--- src/rtl/rst_seq_pkg.sv ---
package rst_seq_pkg;

    localparam int SR_W = 16;

    // Sequencer phases from reset release to the first instruction
    typedef enum logic [3:0] {
        ST_WINDOW,
        ST_SP_REQ,
        ST_SP_RSP,
        ST_PC_REQ,
        ST_PC_RSP,
        ST_LAUNCH,
        ST_FIRST,
        ST_RUN,
        ST_HALT_DBG,
        ST_HALT_FOF
    } seq_state_e;

    typedef struct packed {
        logic       trace;
        logic       supv;
        logic       master;
        logic [2:0] ipl;
    } sr_t;

    localparam sr_t SR_AT_RESET = '{trace: 1'b0, supv: 1'b1, master: 1'b0, ipl: 3'd7};

    function automatic logic [SR_W-1:0] sr_pack(input sr_t s);
        logic [SR_W-1:0] r;
        r       = '0;
        r[15]   = s.trace;
        r[13]   = s.supv;
        r[12]   = s.master;
        r[10:8] = s.ipl;
        return r;
    endfunction

endpackage

--- src/rtl/rse_window_timer.sv ---
module rse_window_timer #(
    parameter int WAIT_CYCLES = 80
) (
    input  logic clk,
    input  logic rst,
    input  logic run,
    input  logic dbg_brk,
    output logic win_last,
    output logic brk_hit
);
    localparam int CW = (WAIT_CYCLES > 1) ? $clog2(WAIT_CYCLES) : 1;
    localparam logic [CW-1:0] LAST = CW'(WAIT_CYCLES - 1);

    logic [CW-1:0] cnt_q;
    logic          brk_q;

    always_ff @(posedge clk) begin
        if (rst) begin
            cnt_q <= '0;
            brk_q <= 1'b0;
        end else if (run) begin
            if (cnt_q != LAST) cnt_q <= cnt_q + CW'(1);
            if (dbg_brk) brk_q <= 1'b1;
        end
    end

    assign win_last = run && (cnt_q == LAST);
    assign brk_hit  = brk_q || dbg_brk;

    AST_CNT_BOUND: assert property (@(posedge clk) disable iff (rst)
        cnt_q <= LAST);
    AST_BRK_STICKY: assert property (@(posedge clk) disable iff (rst)
        brk_q |=> brk_q);

endmodule

--- src/rtl/rse_arch_regs.sv ---
module rse_arch_regs
    import rst_seq_pkg::*;
#(
    parameter int XLEN   = 32,
    parameter int N_LMEM = 2
) (
    input  logic              clk,
    input  logic              rst,
    input  logic              sp_load,
    input  logic              pc_load,
    input  logic [XLEN-1:0]   load_data,
    output logic [SR_W-1:0]   sr_out,
    output logic [XLEN-1:0]   vbr,
    output logic [N_LMEM-1:0] lmem_en,
    output logic [XLEN-1:0]   sp,
    output logic [XLEN-1:0]   pc
);
    sr_t               sr_q;
    logic [XLEN-1:0]   vbr_q;
    logic [N_LMEM-1:0] lmem_q;
    logic [XLEN-1:0]   sp_q;
    logic [XLEN-1:0]   pc_q;

    // Control state: only reset writes it inside this block
    always_ff @(posedge clk) begin
        if (rst) begin
            sr_q   <= SR_AT_RESET;
            vbr_q  <= '0;
            lmem_q <= '0;
        end
    end

    // Vector registers loaded from the read port
    always_ff @(posedge clk) begin
        if (rst) begin
            sp_q <= '0;
            pc_q <= '0;
        end else begin
            if (sp_load) sp_q <= load_data;
            if (pc_load) pc_q <= load_data;
        end
    end

    assign sr_out  = sr_pack(sr_q);
    assign vbr     = vbr_q;
    assign lmem_en = lmem_q;
    assign sp      = sp_q;
    assign pc      = pc_q;

    AST_SR_HELD: assert property (@(posedge clk) disable iff (rst)
        1'b1 |=> $stable(sr_q));

endmodule

--- src/rtl/rse_seq_ctrl.sv ---
module rse_seq_ctrl
    import rst_seq_pkg::*;
#(
    parameter int              XLEN    = 32,
    parameter logic [XLEN-1:0] SP_ADDR = '0,
    parameter logic [XLEN-1:0] PC_ADDR = XLEN'(4)
) (
    input  logic            clk,
    input  logic            rst,
    input  logic            win_last,
    input  logic            brk_hit,
    input  logic            fault_in,
    input  logic            first_done,
    input  logic            req_ready,
    input  logic            rsp_valid,
    input  logic            rsp_err,
    output logic            in_window,
    output logic            req_valid,
    output logic [XLEN-1:0] req_addr,
    output logic            sp_load,
    output logic            pc_load,
    output logic            fetch_start,
    output logic            halted,
    output logic            halt_fault
);
    seq_state_e state_q, state_d;
    logic       busy;

    // Exception processing is underway until the first instruction completes
    assign busy = (state_q != ST_RUN) && (state_q != ST_HALT_DBG) && (state_q != ST_HALT_FOF);

    always_comb begin
        state_d = state_q;
        sp_load = 1'b0;
        pc_load = 1'b0;
        if (busy && fault_in) begin
            state_d = ST_HALT_FOF;
        end else begin
            unique case (state_q)
                ST_WINDOW: if (win_last) state_d = brk_hit ? ST_HALT_DBG : ST_SP_REQ;
                ST_SP_REQ: if (req_ready) state_d = ST_SP_RSP;
                ST_SP_RSP: if (rsp_valid) begin
                    if (rsp_err) state_d = ST_HALT_FOF;
                    else begin
                        sp_load = 1'b1;
                        state_d = ST_PC_REQ;
                    end
                end
                ST_PC_REQ: if (req_ready) state_d = ST_PC_RSP;
                ST_PC_RSP: if (rsp_valid) begin
                    if (rsp_err) state_d = ST_HALT_FOF;
                    else begin
                        pc_load = 1'b1;
                        state_d = ST_LAUNCH;
                    end
                end
                ST_LAUNCH: state_d = ST_FIRST;
                ST_FIRST:  if (first_done) state_d = ST_RUN;
                default:   state_d = state_q;
            endcase
        end
    end

    always_ff @(posedge clk) begin
        if (rst) state_q <= ST_WINDOW;
        else     state_q <= state_d;
    end

    assign in_window   = (state_q == ST_WINDOW);
    assign req_valid   = (state_q == ST_SP_REQ) || (state_q == ST_PC_REQ);
    assign req_addr    = (state_q == ST_PC_REQ) ? PC_ADDR : SP_ADDR;
    assign fetch_start = (state_q == ST_LAUNCH);
    assign halted      = (state_q == ST_HALT_DBG) || (state_q == ST_HALT_FOF);
    assign halt_fault  = (state_q == ST_HALT_FOF);

    AST_REQ_HOLD: assert property (@(posedge clk) disable iff (rst)
        req_valid && !req_ready |=> req_valid && $stable(req_addr));
    AST_START_PULSE: assert property (@(posedge clk) disable iff (rst)
        fetch_start |=> !fetch_start);
    AST_ERR_HALTS: assert property (@(posedge clk) disable iff (rst)
        (state_q == ST_SP_RSP || state_q == ST_PC_RSP) && rsp_valid && rsp_err
        |=> halted && halt_fault);
    AST_LATE_FAULT_IGNORED: assert property (@(posedge clk) disable iff (rst)
        (state_q == ST_RUN) && fault_in |=> !halted);
    AST_HALT_STICKY: assert property (@(posedge clk) disable iff (rst)
        halted |=> halted && $stable(halt_fault));

endmodule

--- src/rtl/reset_exc_seq.sv ---
module reset_exc_seq
    import rst_seq_pkg::*;
#(
    parameter int              XLEN        = 32,
    parameter int              WAIT_CYCLES = 80,
    parameter int              N_LMEM      = 2,
    parameter logic [XLEN-1:0] SP_ADDR     = '0,
    parameter logic [XLEN-1:0] PC_ADDR     = XLEN'(4)
) (
    input  logic              clk,
    input  logic              rst,
    input  logic              dbg_brk,
    input  logic              fault_in,
    input  logic              first_insn_done,
    output logic              mem_req_valid,
    input  logic              mem_req_ready,
    output logic [XLEN-1:0]   mem_req_addr,
    input  logic              mem_rsp_valid,
    input  logic [XLEN-1:0]   mem_rsp_data,
    input  logic              mem_rsp_err,
    output logic              fetch_start,
    output logic [XLEN-1:0]   fetch_pc,
    output logic [XLEN-1:0]   sp_out,
    output logic [SR_W-1:0]   sr_out,
    output logic [XLEN-1:0]   vbr_out,
    output logic [N_LMEM-1:0] lmem_en,
    output logic              halted,
    output logic              halt_fault
);
    logic in_window;
    logic win_last;
    logic brk_hit;
    logic sp_load;
    logic pc_load;

    rse_window_timer #(
        .WAIT_CYCLES (WAIT_CYCLES)
    ) u_timer (
        .clk      (clk),
        .rst      (rst),
        .run      (in_window),
        .dbg_brk  (dbg_brk),
        .win_last (win_last),
        .brk_hit  (brk_hit)
    );

    rse_seq_ctrl #(
        .XLEN    (XLEN),
        .SP_ADDR (SP_ADDR),
        .PC_ADDR (PC_ADDR)
    ) u_ctrl (
        .clk         (clk),
        .rst         (rst),
        .win_last    (win_last),
        .brk_hit     (brk_hit),
        .fault_in    (fault_in),
        .first_done  (first_insn_done),
        .req_ready   (mem_req_ready),
        .rsp_valid   (mem_rsp_valid),
        .rsp_err     (mem_rsp_err),
        .in_window   (in_window),
        .req_valid   (mem_req_valid),
        .req_addr    (mem_req_addr),
        .sp_load     (sp_load),
        .pc_load     (pc_load),
        .fetch_start (fetch_start),
        .halted      (halted),
        .halt_fault  (halt_fault)
    );

    rse_arch_regs #(
        .XLEN   (XLEN),
        .N_LMEM (N_LMEM)
    ) u_regs (
        .clk       (clk),
        .rst       (rst),
        .sp_load   (sp_load),
        .pc_load   (pc_load),
        .load_data (mem_rsp_data),
        .sr_out    (sr_out),
        .vbr       (vbr_out),
        .lmem_en   (lmem_en),
        .sp        (sp_out),
        .pc        (fetch_pc)
    );

    AST_FIRST_REQ_AFTER_WINDOW: assert property (@(posedge clk) disable iff (rst)
        $rose(mem_req_valid) && (mem_req_addr == SP_ADDR) |-> $past(win_last));

endmodule

--- config.mk ---
export PLATFORM = sky130hd
export DESIGN_NAME = reset_exc_seq
export DESIGN_NICKNAME = d
export VERILOG_FILES = /design/src/rtl/rst_seq_pkg.sv /design/src/rtl/rse_window_timer.sv /design/src/rtl/rse_arch_regs.sv /design/src/rtl/rse_seq_ctrl.sv /design/src/rtl/reset_exc_seq.sv
export SDC_FILE = /design/constraint.sdc
export NUM_CORES = 1
export LEC_CHECK = 0
export BUFFER_PORTS_ARGS = -buffer_cell sky130_fd_sc_hd__buf_2
export CORE_AREA = 4 4 119 121
export DETAILED_ROUTE_END_ITERATION = 7
export DIE_AREA = 0 0 123 125
export GPL_TIMING_DRIVEN = 0
export RECOVER_POWER = 100
export SYNTH_ARGS = -nofsm -noshare
export SYNTH_HDL_FRONTEND = slang
export SYNTH_SLANG_ARGS = --single-unit
--- constraint.sdc ---
create_clock -name clk -period 4.17 [get_ports clk]
set_input_delay 0.834 -clock clk [delete_from_list [all_inputs] [get_ports clk]]
set_output_delay 0.834 -clock clk [all_outputs]
set_load 0.02 [all_outputs]
==> results of run 1 <==
-- layout make-up --
type | instances | area share, %
tap | 176 | 4.55
multi-input combinational | 348 | 32.7
buffer | 109 | 15.4
clock buffer | 14 | 5.66
timing repair buffer | 107 | 9.31
sequential | 76 | 31.4
clock inverter | 1 | 0.621
inverter | 4 | 0.310
-- state kept, by name, summed over array words and instances (netlist names) --
register        count
u_ctrl.state_q      4
u_regs.sp          32
u_regs.pc          32
u_timer.brk_q       1
u_timer.cnt_q       7
-- layer usage --
| metal | wire [um] | vias to the layer above | part of all wire, % | GRT usage [%] |
|---|---|---|---|---|
| met5 | 0 | - | 0 | 0 |
| li1 | - | 1711 | - | - |
| met4 | 102 | 0 | 1.0 | 4.04 |
| met1 | 4180 | 1369 | 42 | 15.2 |
| met3 | 894 | 7 | 9.1 | 4.34 |
| met2 | 4670 | 108 | 47 | 20.5 |
-- layout by cell type (no fill, tap or decap), types with 4 or more instances in the layout --
cell type    n
buf_2       45
inv_1        4
clkbuf_1    88
conb_1      81
nor2_1      12
nor2b_1      4
dfxtp_1     76
a21oi_1     68
clkbuf_16    9
mux2i_1      4
buf_4       82
xor2_1       4
nor3_1       6
xnor2_1      4
nand2_1    134
-- metrics by stage --
stage | power, mW | hold slack (ns) | std cells | cell area, um2
6_report | 1.77 | 0.453 | 835 | 4840
5_1_grt | 1.85 | 0.467 | 835 | 4840
4_1_cts | 1.79 | 0.452 | 835 | 4950
3_5_place_dp | 0.985 | 0.444 | 820 | 4650
3_3_place_gp | 0.985 | 0.441 | 820 | 4650
2_1_floorplan | 0.940 | 0.437 | 537 | 3890
-- power by group through the flow --
stage	Clock (mW)	Sequential (mW)	Combinational, mW
2_1_floorplan	0	0.757	0.183
5_1_grt	0.856	0.742	0.248
3_3_place_gp	0	0.757	0.228
4_1_cts	0.824	0.742	0.228
6_report	0.797	0.741	0.227
3_5_place_dp	0	0.758	0.227
-- synthesized netlist by cell type (2+ instances only) --
master    count
nand4_1       3
xnor2_1       4
buf_4        83
a22oi_1       2
nor3b_2       2
clkbuf_1     16
nor2_1       12
dfxtp_1      76
nor3_1        6
a21oi_1      68
xor2_1        4
o22ai_1       2
mux2i_1       4
nor2b_1       4
buf_6         3
and3_1        3
conb_1        2
inv_1         3
nand2_1     134
o21ai_0       3
buf_2         7
-- path summary, 6_finish.rpt --
kind,start,to,slack [ns],cells after the start
setup / recovery,u_ctrl.state_q[2],fetch_start,1.52,4
hold / removal,u_regs.pc[24],u_regs.pc[24],0.45,2
hold reg to reg,u_regs.pc[24],u_regs.pc[24],0.45,2
setup reg to reg,u_ctrl.state_q[2],u_ctrl.state_q[0],1.55,6
-- critical path: stages, from the launching register on --
cell and delay, ns:
dfxtp_1 0.44, clkbuf_1 0.38, inv_1 0.18, nor3_1 0.21, clkbuf_1 0.28
-- logic make-up (layout without fill, tap and decap cells) --
family,after synthesis,in the layout,synth area share [%]
buffers and inverters,113,235,21.3
and+or+nand+nor,175,175,20.9
xor gates and xnor gates,8,8,1.95
AOI/OAI and AO/OA,79,79,11.8
other,2,81,0.209
adders and majority gates,1,1,0.348
muxes,4,4,1.11
DFF,76,76,42.3
==> metrics.txt, run 1 <==
unrepaired setup endpoints after global routing=false; Setup-failing EPs final=0; maximum number of pins on one net before global-route repair=12; syn_area_per_cell=7.85 um2; die width=123 um; vias in the first global route=2821; Syn-to-layout area delta=34.6%; post-route ant nets=0; internal power=1.33 mW; crit share post-route=63.7%; FILL cells=1445; CP arrival=1.82 ns; Avg WL per Cell=11.8 um; footprint of the multi-input gates=1580 um2; DP Worst Slack=just under 2 ns; worst-margin pin slew=0.770 ns; Max Freq=377 MHz; Post-synth EDFFs=0; Die ar.=about 15000 um2; Pleak=2.08 nW; clk_lat worst skew=0.34 ns; Area contributors post-synth=dfxtp_1 (42%), buf_4 (17%), nand2_1 (14%); global-route usage over all layers=12.5%; type of origin of the critical path=flop; first-pass GRT wire length=between 10 and 15 mm; Pwr per Cell Area=365 nW/um2; max_slew headroom=48.2%; Clock Path Buffers=2; share of Yosys cell area claimed by the top area cell type=42.3%; status=finished, final reports clean; DRT Pass-1 Iters=4; Max Slew Vio Count=0; cell count after synthesis=~460; area leader, netlist=dfxtp_1; Die Y-Extent=125 um; number of I/O port buffers=107; NetSw=0.431 mW; final worst slack=about 1.5 ns; Boundary Pins=190; total CTS buffers=9; Clk pwr share=45.1%; Remaining DRCs=0; Max IR drop VDD=roughly 0.24 mV; Worst Setup End Kind=primary output; CTS tree=done; Final Critical Period=2.65 ns; Resized Gates After CTS=0; Initial Utilization=27.5%; GRT overflow=0; Core Util, Final=between 30% and 40%; H-tree depth=3; post-CTS setup buffers=0; Netlist Area Pre-Place=3590 um2; antenna diode count=0; Comb power frac=12.9%; Post-DP HPWL=7.62 mm; Synth async-reset ratio=0%; synthesis-stage register bit count=76; sequential element share of the synthesized area=a little over two fifths; skew final=0.00357 ns; root buf cell=clkbuf_16; YS warnings=0; initial detailed-routing violation count=130; Netlist cell types=38; register area=roughly 1500 um2; setup tns final=0 ns; initial antenna violation count=0; routed wire length=approximately 9.8 mm; min-delay worst type=reg -> reg; Flop pwr share=between 40% and 50%; CTS sink count=76; Core Footprint=13100 um2; CP required=3.34 ns; DR vias=3195; layout cells sized above 1=22.0%; total of hold buffers inserted after clock tree synthesis=0; vias per std cell=3.83; Max Cap Viol=0; cell row count=42; CP max FO=10; Routability Congestion=slightly below 0.8; Final Hold Viols=0; top_reg_cell synth=dfxtp_1; clk slew on worst S/H paths=0.05 ns; Final #Nets=just under 700; Setup Crit Path Kind=reg -> out; net switching fraction of the power=roughly 24%
(Power assumes the default switching activity.)
==> run 2: changes to the inputs <==
==> constraint.sdc (replaced) <==
create_clock -name clk -period 2.2 [get_ports clk]
set_input_delay 0.44 -clock clk [delete_from_list [all_inputs] [get_ports clk]]
set_output_delay 0.44 -clock clk [all_outputs]
set_load 0.02 [all_outputs]
==> metrics.txt, run 2 (same netlist as run 1, synthesis figures left out) <==
max_slew headroom=roughly 61%; DR vias=3204; commonest non-fill, non-tap cell in the layout=nand2_1; number of I/O port buffers=107; Die Y-Extent=~130 um; Final Critical Period=around 2.1 ns; clk slew on worst S/H paths=0.06 ns; Clk pwr share=45.0%; worst-margin pin slew=0.586 ns; Post-DP HPWL=7.62 mm; initial antenna violation count=0; die width=around 120 um; crit share post-route=94.1%; CP arrival=2.26 ns; post-route ant nets=0; cell row count=42; DP Worst Slack=0.0336 ns; Core Footprint=13100 um2; Hold WS=0.349 ns; Max IR drop VDD=0.450 mV; Die ar.=between 15000 and 20000 um2; global-route usage over all layers=between 10% and 20%; vias in the first global route=2821; routed wire length=9.88 mm; min-delay worst type=in -> reg; Comb power frac=13.0%; Boundary Pins=190; Worst Setup End Kind=flop; H-tree depth=3; status=finished, final reports clean; cells along the critical path=nor4_2, a21boi_4, or4_1, clkbuf_1, mux2i_1, a21oi_1; Setup-failing EPs final=0; Crit path largest cell delay=0.52 ns; Setup Crit Path Kind=reg -> reg; Flop pwr share=41.9%; layout cells sized above 1=23.4%; Clock Path Buffers=2; Max Cap Viol=0; critical path's slowest cell=nor4_2; Pwr per Cell Area=688 nW/um2; Avg WL per Cell=11.8 um; CTS tree=done; root buf cell=clkbuf_16; CP required=~2.4 ns; final worst slack=about 0.13 ns; net switching fraction of the power=24.4%; Max Slew Vio Count=0; total CTS buffers=9; most frequent cells in the layout=nand2_1 (134), clkbuf_1 (85), buf_4 (83); Pleak=about 2.1 nW; FILL cells=roughly 1400; type of origin of the critical path=flop; GRT overflow=0; post-CTS setup buffers=0; internal power=2.53 mW; Routability Congestion=a little under 0.8; first-pass GRT wire length=between 10 and 15 mm; CP max FO=6; R2R Setup Slk=0.13 ns; initial detailed-routing violation count=125; antenna diode count=0; setup tns final=0 ns; DRT Pass-1 Iters=4; Syn-to-layout area delta=35.7%; Max Freq=483 MHz; Final Hold Viols=0; CTS sink count=76; Remaining DRCs=0; Initial Utilization=27.5%; footprint of the multi-input gates=1610 um2; vias per std cell=3.84; Final #Nets=696; NetSw=0.820 mW; skew final=0.00375 ns; maximum number of pins on one net before global-route repair=12; clk_lat worst skew=0.34 ns; register area=1520 um2
run 2: cell counts in the layout (fill, tap and decap cells not counted):
No cell type changed its count.
run 2: area by class of cell:
cell class | instances | share of cell area, %
Buffer | 109 | 15.4
Clock buffer | 14 | 5.62
Clock inverter | 1 | 0.616
Inverter | 4 | 0.308
Multi-Input combinational cell | 348 | 33.1
Sequential cell | 76 | 31.2
Tap cell | 176 | 4.51
Timing Repair Buffer | 107 | 9.23
run 2: timing repair:
| item | in CTS | in global routing |
|---|---|---|
| hold buffers | 0 | 0 |
| gates resized for setup | 0 | 6 |
| endpoints found under the setup margin | 0 | 31 |
run 2: per-stage QoR:
stage          utilization, %  power, mW  std cells  area (um2)
5_1_grt                  37.3       3.51        835        4880
2_1_floorplan               -       1.78        537        3890
4_1_cts                  37.8       3.40        835        4950
3_5_place_dp             35.5       1.87        820        4650
6_report                 37.3       3.35        835        4880
3_3_place_gp             35.5       1.87        820        4650
run 2: final timing paths:
kind                                          end  cells past startpoint         startpoint
worst max-delay path            u_ctrl.state_q[0]                      6  u_ctrl.state_q[2]
worst min-delay path                 u_regs.pc[1]                      3    mem_rsp_data[1]
worst max register to register  u_ctrl.state_q[0]                      6  u_ctrl.state_q[2]
worst min register to register      u_regs.pc[24]                      2      u_regs.pc[24]
run 2: layer usage:
layer	global-route usage [%]	part of all wire (%)	wire [um]	up-vias
li1	-	-	-	1708
met1	15.2	43	4250	1383
met2	20.5	47	4690	106
met3	4.34	8.5	838	7
met4	4.04	1.0	102	0
met5	0	0	0	-
run 2: power by group through the flow:
stage / sequential, mW / combinational, mW / clock (mW)
final: 1.41 / 0.437 / 1.51
after global routing: 1.41 / 0.476 / 1.62
after CTS: 1.41 / 0.432 / 1.56
after detailed placement: 1.44 / 0.431 / 0
after global placement: 1.44 / 0.432 / 0
after floorplan: 1.43 / 0.348 / 0
run 2: critical path, delay by kind of cell (launching register included):
family / cells / cell delay (ns)
compound gates: 2 / 0.43
buf+inv: 1 / 0.23
flops: 1 / 0.38
mux: 1 / 0.22
simple gates: 2 / 0.67
